==> src/rtl/gpio_pkg.sv <==
package gpio_pkg;

    typedef enum logic [1:0] {
        REG_DATA = 2'd0,
        REG_SET  = 2'd1,
        REG_CLR  = 2'd2,
        REG_DIR  = 2'd3
    } reg_sel_e;

    localparam int SYNC_DEPTH = 2;

    function automatic bit legal_width(input int w);
        return (w == 8) || (w == 16) || (w == 32) || (w == 64);
    endfunction

endpackage

==> src/rtl/gpio_bitmap.sv <==
module gpio_bitmap #(
    parameter int WIDTH   = 32,
    parameter bit REVERSE = 1'b0
) (
    input  logic [WIDTH-1:0] src,
    output logic [WIDTH-1:0] dst
);
    generate
        if (REVERSE) begin : g_rev
            for (genvar i = 0; i < WIDTH; i++) begin : g_bit
                assign dst[i] = src[WIDTH-1-i];
            end
        end else begin : g_straight
            assign dst = src;
        end
    endgenerate
endmodule

==> src/rtl/gpio_sync.sv <==
module gpio_sync #(
    parameter int WIDTH  = 32,
    parameter int STAGES = 2
) (
    input  logic             clk,
    input  logic             rst,
    input  logic [WIDTH-1:0] d,
    output logic [WIDTH-1:0] q
);
    logic [WIDTH-1:0] stage_q [STAGES];

    always_ff @(posedge clk) begin
        if (rst) begin
            for (int s = 0; s < STAGES; s++) stage_q[s] <= '0;
        end else begin
            stage_q[0] <= d;
            for (int s = 1; s < STAGES; s++) stage_q[s] <= stage_q[s-1];
        end
    end

    assign q = stage_q[STAGES-1];
endmodule

==> src/rtl/gpio_regs.sv <==
module gpio_regs
    import gpio_pkg::*;
#(
    parameter int WIDTH     = 32,
    parameter bit HAS_CLEAR = 1'b1
) (
    input  logic             clk,
    input  logic             rst,
    input  logic             wr,
    input  reg_sel_e         sel,
    input  logic [WIDTH-1:0] wdata,
    output logic [WIDTH-1:0] out_q,
    output logic [WIDTH-1:0] dir_q
);
    always_ff @(posedge clk) begin
        if (rst) begin
            out_q <= '0;
            dir_q <= '0;
        end else if (wr) begin
            case (sel)
                REG_DATA: out_q <= wdata;
                REG_SET:  out_q <= HAS_CLEAR ? (out_q | wdata) : wdata;
                REG_CLR:  if (HAS_CLEAR) out_q <= out_q & ~wdata;
                REG_DIR:  dir_q <= wdata;
                default:  ;
            endcase
        end
    end


    idle_hold_chk: assert property (@(posedge clk) disable iff (rst)
        !wr |=> ($stable(out_q) && $stable(dir_q)));


    set_bits_high_chk: assert property (@(posedge clk) disable iff (rst)
        (wr && sel == REG_SET) |=> ((out_q & $past(wdata)) == $past(wdata)));

    generate
        if (HAS_CLEAR) begin : g_clr_chk

            clr_bits_low_chk: assert property (@(posedge clk) disable iff (rst)
                (wr && sel == REG_CLR) |=> ((out_q & $past(wdata)) == '0));
        end else begin : g_noclr_chk

            clr_ignored_chk: assert property (@(posedge clk) disable iff (rst)
                (wr && sel == REG_CLR) |=> $stable(out_q));
        end
    endgenerate
endmodule

==> src/rtl/gpio_setclr.sv <==
module gpio_setclr
    import gpio_pkg::*;
#(
    parameter int WIDTH        = 32,
    parameter bit DIR_IS_INPUT = 1'b0,
    parameter bit REVERSE_BITS = 1'b0,
    parameter bit HAS_CLEAR    = 1'b1
) (
    input  logic             clk,
    input  logic             rst,
    input  logic [1:0]       bus_addr,
    input  logic             bus_wr,
    input  logic [WIDTH-1:0] bus_wdata,
    input  logic             bus_rd,
    output logic [WIDTH-1:0] bus_rdata,
    input  logic [WIDTH-1:0] pin_in,
    output logic [WIDTH-1:0] pin_out,
    output logic [WIDTH-1:0] pin_oe
);
    generate
        if (!legal_width(WIDTH)) begin : g_bad_width
            $error("gpio_setclr: WIDTH must be 8, 16, 32 or 64");
        end
    endgenerate

    reg_sel_e         sel;
    logic [WIDTH-1:0] out_q, dir_q, drive_en, in_sync, in_reg, data_view, set_view;

    assign sel = reg_sel_e'(bus_addr);

    gpio_regs #(.WIDTH(WIDTH), .HAS_CLEAR(HAS_CLEAR)) u_regs (
        .clk(clk), .rst(rst), .wr(bus_wr), .sel(sel), .wdata(bus_wdata),
        .out_q(out_q), .dir_q(dir_q)
    );

    gpio_sync #(.WIDTH(WIDTH), .STAGES(SYNC_DEPTH)) u_sync (
        .clk(clk), .rst(rst), .d(pin_in), .q(in_sync)
    );

    assign drive_en = DIR_IS_INPUT ? ~dir_q : dir_q;

    gpio_bitmap #(.WIDTH(WIDTH), .REVERSE(REVERSE_BITS)) u_map_in (
        .src(in_sync), .dst(in_reg)
    );
    gpio_bitmap #(.WIDTH(WIDTH), .REVERSE(REVERSE_BITS)) u_map_out (
        .src(out_q), .dst(pin_out)
    );
    gpio_bitmap #(.WIDTH(WIDTH), .REVERSE(REVERSE_BITS)) u_map_oe (
        .src(drive_en), .dst(pin_oe)
    );

    assign data_view = (drive_en & out_q) | (~drive_en & in_reg);
    assign set_view  = HAS_CLEAR ? '0 : out_q;

    always_ff @(posedge clk) begin
        if (rst) begin
            bus_rdata <= '0;
        end else if (bus_rd) begin
            case (sel)
                REG_DATA: bus_rdata <= data_view;
                REG_SET:  bus_rdata <= set_view;
                REG_DIR:  bus_rdata <= dir_q;
                default:  bus_rdata <= '0;
            endcase
        end else begin
            bus_rdata <= '0;
        end
    end


    rdata_idle_zero_chk: assert property (@(posedge clk) disable iff (rst)
        !bus_rd |=> (bus_rdata == '0));


    dir_readback_chk: assert property (@(posedge clk) disable iff (rst)
        (bus_rd && bus_addr == 2'd3) |=> (bus_rdata == $past(dir_q)));


    clr_read_zero_chk: assert property (@(posedge clk) disable iff (rst)
        (bus_rd && bus_addr == 2'd2) |=> (bus_rdata == '0));
endmodule

==> config.mk <==
export PLATFORM = sky130hd
export DESIGN_NAME = gpio_setclr
export DESIGN_NICKNAME = d
export VERILOG_FILES = /design/src/rtl/gpio_pkg.sv /design/src/rtl/gpio_bitmap.sv /design/src/rtl/gpio_sync.sv /design/src/rtl/gpio_regs.sv /design/src/rtl/gpio_setclr.sv
export SDC_FILE = /design/constraint.sdc
export NUM_CORES = 1
export LEC_CHECK = 0
export ABC_CLOCK_PERIOD_IN_PS = 1300
export BUFFER_PORTS_ARGS = -buffer_cell sky130_fd_sc_hd__buf_2
export CELL_PAD_IN_SITES_DETAIL_PLACEMENT = 0
export CELL_PAD_IN_SITES_GLOBAL_PLACEMENT = 2
export CORE_MARGIN = 2
export CORE_UTILIZATION = 29
export CTS_CLUSTER_DIAMETER = 40
export DETAILED_ROUTE_END_ITERATION = 8
export GPL_TIMING_DRIVEN = 0
export HOLD_SLACK_MARGIN = 0.1
export PLACE_DENSITY_LB_ADDON = 0.25
export SLEW_MARGIN = 10
export SYNTH_ARGS = -nofsm -noshare
export SYNTH_HDL_FRONTEND = slang
export SYNTH_SLANG_ARGS = --single-unit
export TNS_END_PERCENT = 30
==> constraint.sdc <==
create_clock -name clk -period 1.3 [get_ports clk]
set_clock_uncertainty 0.2 [all_clocks]
set_input_delay 0.065 -clock clk [delete_from_list [all_inputs] [get_ports clk]]
set_output_delay 0.065 -clock clk [all_outputs]
set_load 0.005 [all_outputs]
==> flow_summary.ini, run 1 <==
[power]
power_density_mw_per_mm2 = 1390
switching_share_pct = 24.0
combPwrFrac_pct = 11.5
internal_power_w = 0.00924
netSwitchingPower_w = 0.00292
power.total_w = 0.0122
leakagePower_nw = 3.56
clkPwrFrac_pct = 45.6
vdd_drop_max_mv = 0.809
seqPwrFrac_pct = 42.9

[clock_tree]
cts_root_buffer = clkbuf_16
cts_setup_buffers = 0
cts_sinks = 160
cts.clk_slew.worst_paths_ns = 0.06
htree_levels = 4
hold_buffers = 66
cts_buffers = 17
cts_tree = done
clk_latency_ns = 0.42
clock_path_buffers = 2

[placed_design]
gp_congestion = 0.735
dp.cells = 1081
io_buffers = 165
place_hpwl_um = 13400
placed_cell_area_mm2 = 0.00744

[sta]
hold_viol = 2
tightest_slew_ns = 0.623
setup_viol = 0
fmaxAchievable_ghz = 0.805
grt_setup_unrepaired = no
hold_slack_ns = -0.0932
post-route-period-util_pct = 95.6
finalMaxSlewViolations = 0
slew_headroom_pct = 58.4
period_needed_ns = 1.24

[global_routing]
overflow = 0
grt_pass1_vias = 5389
antenna_found_initial = 0
grt_max_degree = 17
track_usage_pct = 17.4
grt_pass1_wl_um = 29900

[min_path]
hold_path_depth = 4
min_path_type = in -> reg
hp-start = bus_wr
holdPathEnd = u_regs.dir_q[0]$_SDFFE_PP0P_

[critical_path]
cp-start-kind = register
cp_slowest_cell = dfxtp_1
crit_fanout = 3
cp_data_arrival_time_ns = 0.98
required_ns = 1.03
r2r-end = bus_rdata[9]$_SDFF_PP0_
critPathCaptureType = output port
slowest_delay_ns = 0.41
critPathKind = reg -> out
ff2ff_path_depth = 3
crit_chain = buf_2
reg2reg_setup_slack_ns = 0.19
cpLargestDelayFamily = flip-flops
rr_startpoint = u_regs.out_q[9]$_SDFFE_PP0P_
crit_buf_inv = 1

[floorplanning]
initial_core_util_pct = 29.7
dieArea_mm2 = 0.0228
die_w_um = 151
num_rows = 53
fp.dieH_um = 151
io_pins = 166
core_mm2 = 0.0211

[synthesis]
synth_seq_cells = 160
synth_warnings = 0
synth_cell_type_count = 20
syn-cell-area_mm2 = 0.00627
synthCells = 641
synth.avg_cell_area_um2 = 9.78
ys_seq_area_share_pct = 51.1
synth.net_count = 716

[cells_and_area]
fill_cells = 2160
n_antenna_cell = 0
finalInstanceArea_mm2 = 0.00876
final_layout_size_suffix_gt1_share_pct = 36.5
layout.nets = 966
fin_cells = 1179
syn2layout_area_growth_pct = 39.8

[status]
run_status = complete, but fails checks
violations = negative hold slack

[route]
wl_um = 19200
routedWlPerCell_um = 16.3
drtAntennaViolNets = 0
drc = 0
drt_iter0_drc = 178
vias = 5279
drt_pass1_iterations = 4
viasPerCell = 4.48

[job]
drv_cap = 0
## routing by layer
layer	global-route usage, %	vias to the layer above	part of all wire (%)
li1	-	2657	-
met1	21.8	2500	46
met2	30.3	112	49
met3	4.10	10	4.4
met4	4.25	0	0.83
met5	0	-	0
## sequential cells by signal (all words and copies together), names as in the netlist
signal          cells
u_sync.stage_q     64
u_regs.out_q       32
u_regs.dir_q       32
bus_rdata          32
## how the worst max path moves through the flow
stage	startpoint	end	slack [ns]	cells past startpoint
2_1_floorplan	bus_addr[0]	u_regs.out_q[1]$_SDFFE_PP0P_	-0.006	7
3_3_place_gp	bus_addr[0]	bus_rdata[7]$_SDFF_PP0_	-0.36	8
3_5_place_dp	bus_addr[0]	bus_rdata[11]$_SDFF_PP0_	-0.36	8
4_1_cts	u_regs.out_q[7]$_SDFFE_PP0P_	pin_out[7]	0.04	1
5_1_grt	bus_addr[0]	bus_rdata[23]$_SDFF_PP0_	0.01	8
6_report	u_regs.out_q[30]$_SDFFE_PP0P_	pin_out[30]	0.06	1
## through the flow
step	setup slack, ns	TNS [ns]	utilization [%]	hold WS, ns
global route	0.0135	0	41.6	-0.0738
finish	0.0571	0	41.6	-0.0932
detailed placement	-0.361	-29.49	35.3	0.0782
floorplan	-0.00571	-0.137	-	-0.00682
CTS	0.0360	0	41.5	-0.118
global placement	-0.360	-26.95	35.3	0.0720
## cell usage after synthesis, drive strengths merged
library cell / count / area share (%)
nand2b: 1 / 0.22
buf: 45 / 5.1
dfxtp: 160 / 51
o22ai: 32 / 3.2
nand2: 98 / 5.9
inv: 2 / 0.12
clkbuf: 7 / 0.42
mux2: 32 / 5.7
a21oi: 96 / 9.3
nor2: 33 / 2.0
a211oi: 32 / 6.1
nor2b: 97 / 9.8
and2: 1 / 0.10
ha: 5 / 1.0
## worst min-delay path, cell delays in order
cell,delay (ns)
buf_2,0.09
nand2_1,0.15
nand2_1,0.11
a21oi_1,0.06
## layout make-up
class	count	area (um2)	share of cell area, %
sequential	160	3200	36.6
multi-input combinational	427	2720	31.0
timing repair buffer	231	1490	17.0
clock buffer	20	447	5.10
buffer	52	353	4.03
tap	275	344	3.93
clock inverter	12	208	2.37
inverter	2	7.51	0.0857
## power by group through the flow
stage / clock network (W) / registers [W] / logic, W
floorplan: 0 / 0.00531 / 0.000756
global placement: 0 / 0.00532 / 0.00123
detailed placement: 0 / 0.00533 / 0.00126
CTS: 0.00566 / 0.00522 / 0.00143
global route: 0.00590 / 0.00524 / 0.00154
finish: 0.00555 / 0.00522 / 0.00140
## placed cells by master (no fill, tap or decap), types with 32 or more instances in the layout
| master | n |
|---|---|
| o22ai_1 | 32 |
| nor2_1 | 33 |
| nor2b_1 | 96 |
| dlygate4sd3_1 | 66 |
| mux2_2 | 32 |
| buf_2 | 186 |
| a21oi_1 | 68 |
| dfxtp_1 | 160 |
| nand2_1 | 98 |
## kinds of logic after synthesis
kind of cell	count (synthesis)	share of synthesized area, %
and+or+nand+nor	230	18.0
muxes	32	5.75
buffers and inverters	54	5.59
AOI/OAI and AO/OA	160	18.6
DFF	160	51.1
adders and majority gates	5	0.998
## timing repair
action / CTS / global route
gates resized for setup: 0 / 4
endpoints found under the setup margin: 0 / 7
hold endpoints to repair: 134 / 6
Note: power is estimated with default switching activity, not from simulation.
==> inputs of run 2 (changes only) <==
--- a/config.mk
+++ b/config.mk
@@ -5,12 +5,12 @@
 export SDC_FILE = /design/constraint.sdc
 export NUM_CORES = 1
 export LEC_CHECK = 0
-export ABC_CLOCK_PERIOD_IN_PS = 1300
+export ABC_CLOCK_PERIOD_IN_PS = 1200
 export BUFFER_PORTS_ARGS = -buffer_cell sky130_fd_sc_hd__buf_2
 export CELL_PAD_IN_SITES_DETAIL_PLACEMENT = 0
 export CELL_PAD_IN_SITES_GLOBAL_PLACEMENT = 2
 export CORE_MARGIN = 2
-export CORE_UTILIZATION = 29
+export CORE_UTILIZATION = 32
 export CTS_CLUSTER_DIAMETER = 40
 export DETAILED_ROUTE_END_ITERATION = 8
 export GPL_TIMING_DRIVEN = 0
==> constraint.sdc (replaced) <==
create_clock -name clk -period 1.2 [get_ports clk]
set_clock_uncertainty 0.2 [all_clocks]
set_input_delay 0.06 -clock clk [delete_from_list [all_inputs] [get_ports clk]]
set_output_delay 0.06 -clock clk [all_outputs]
set_load 0.005 [all_outputs]
==> run 2 against run 1 <==
Effect of this change: power is 4.3% higher; utilization is 4.4 points higher; routed wire length is 2.4% lower; the flow finishes with violations (negative hold slack, negative setup slack).
==> flow_summary.ini, run 2 (synthesis gave the netlist of run 1 again) <==
[critical_path]
crit_fanout = 10
critPathKind = in -> reg
cp_slowest_cell = dlygate4sd3_1
critPathCaptureType = register
required_ns = 1.31
slowest_delay_ns = 0.54
cp_data_arrival_time_ns = 1.31
cp-start-kind = input port
crit_chain = buf_2, dlygate4sd3_1, nand2_1, buf_2, nor2_1
cpMostUsedCell = buf_2

[clock_tree]
cts_tree = done
cts.clk_slew.worst_paths_ns = 0.06
clock_path_buffers = 2
cts_buffers = 17
cts_root_buffer = clkbuf_16
cts_sinks = 160
hold_buffers = 65
htree_levels = 4
clk_latency_ns = 0.42
cts_setup_buffers = 0

[cells_and_area]
final_common_cell = buf_2
largest_reg_flops = 64
finalInstanceArea_mm2 = 0.00889
final_layout_size_suffix_gt1_share_pct = 44.6
fill_cells = 1897
layout_common_cells = 180 x buf_2, 101 x dfxtp_1, 98 x nand2_1
layout.nets = 965
syn2layout_area_growth_pct = 41.9
top_register = u_sync.stage_q

[sta]
fin_setup_tns_ns = -0.00207
grt_setup_unrepaired = yes
setup_viol = 1
fmaxAchievable_ghz = 0.832
hold_slack_ns = -0.118
post-route-period-util_pct = 100
tightest_slew_ns = 0.599
period_needed_ns = 1.20
slew_headroom_pct = 60.1
finalWorstSetupSlack_ns = -0.00207
finalMaxSlewViolations = 0
hold_viol = 4

[floorplanning]
die_w_um = 144
num_rows = 51
fp.dieH_um = 144
initial_core_util_pct = 32.4
core_mm2 = 0.0193
io_pins = 166
dieArea_mm2 = 0.0207

[global_routing]
grt_max_degree = 17
track_usage_pct = 18.3
overflow = 0
grt_pass1_wl_um = 28600
grt_pass1_vias = 5339
antenna_found_initial = 1

[power]
leakagePower_nw = 3.60
power_density_mw_per_mm2 = 1430
vdd_drop_max_mv = 0.979

[placed_design]
io_buffers = 165
place_hpwl_um = 13000
placed_cell_area_mm2 = 0.00753
gp_congestion = 0.729

[route]
vias = 5313
routedWlPerCell_um = 16.0
drc = 0
drt_pass1_iterations = 6
viasPerCell = 4.54
top_layer_used = met4
wl_um = 18700
drtAntennaViolNets = 0
met2WireLength_um = 8820
met3_length_um = 962
wl_met1_um = 8630
drt_iter0_drc = 242

[status]
violations = negative hold slack, negative setup slack
run_status = complete, but fails checks

[min_path]
min_path_type = in -> reg

[job]
drv_cap = 0
[run 2: final cells by class]
| class | count | area, um2 | area share, % |
|---|---|---|---|
| Timing Repair Buffer | 230 | 1500 | 16.8 |
| Antenna cell | 1 | 2.50 | 0.0281 |
| Clock inverter | 9 | 106 | 1.20 |
| Sequential cell | 160 | 3290 | 37.0 |
| Buffer | 52 | 375 | 4.22 |
| Tap cell | 265 | 332 | 3.73 |
| Inverter | 2 | 7.51 | 0.0844 |
| Multi-Input combinational cell | 427 | 2800 | 31.4 |
| Clock buffer | 23 | 488 | 5.49 |
[run 2: critical path: cells and delay by family]
kind / cells / cell delay, ns
buf+inv: 3 / 0.94
simple gates: 2 / 0.29
[run 2: timing repair]
item / 4_1_cts / 5_1_grt
endpoints found under the setup margin: 44 / 65
hold endpoints to repair: 133 / 12
gates resized for setup: 44 / 28
[run 2: layer usage]
layer  vias to the layer above  GRT usage (%)
met5                         -              0
met1                      2496           23.2
li1                       2654              -
met2                       141           30.5
met4                         0           6.60
met3                        22           4.10
[run 2: metrics by stage]
| stage | cells | setup WS [ns] | hold slack (ns) | total power (W) | util (%) |
|---|---|---|---|---|---|
| floorplan | 641 | -0.0120 | -0.0118 | 0.00662 | - |
| global placement | 1071 | -0.431 | 0.0676 | 0.00715 | 38.9 |
| detailed placement | 1071 | -0.419 | 0.0721 | 0.00719 | 38.9 |
| CTS | 1168 | 0.000408 | -0.144 | 0.0128 | 45.7 |
| global route | 1168 | -0.0474 | -0.0961 | 0.0132 | 46.0 |
| finish | 1169 | -0.00207 | -0.118 | 0.0127 | 46.0 |
[run 2: final timing paths]
path	start	endpoint	slack, ns	depth (start not counted)
worst max register to register	u_regs.out_q[14]$_SDFFE_PP0P_	bus_rdata[14]$_SDFF_PP0_	0.12	3
worst min-delay path	bus_wr	u_regs.dir_q[31]$_SDFFE_PP0P_	-0.12	4
worst min register to register	u_sync.stage_q[0][29]$_SDFF_PP0_	u_sync.stage_q[0][61]$_SDFF_PP0_	0.23	1
worst max-delay path	bus_rd	bus_rdata[6]$_SDFF_PP0_	-0.002	5
[run 2: power breakdown]
group | switching [W] | internal (W)
Clock | 0.00216 | 0.00328
Sequential | 0.000131 | 0.00554
Combinational | 0.000813 | 0.000765
Total | 0.00311 | 0.00958
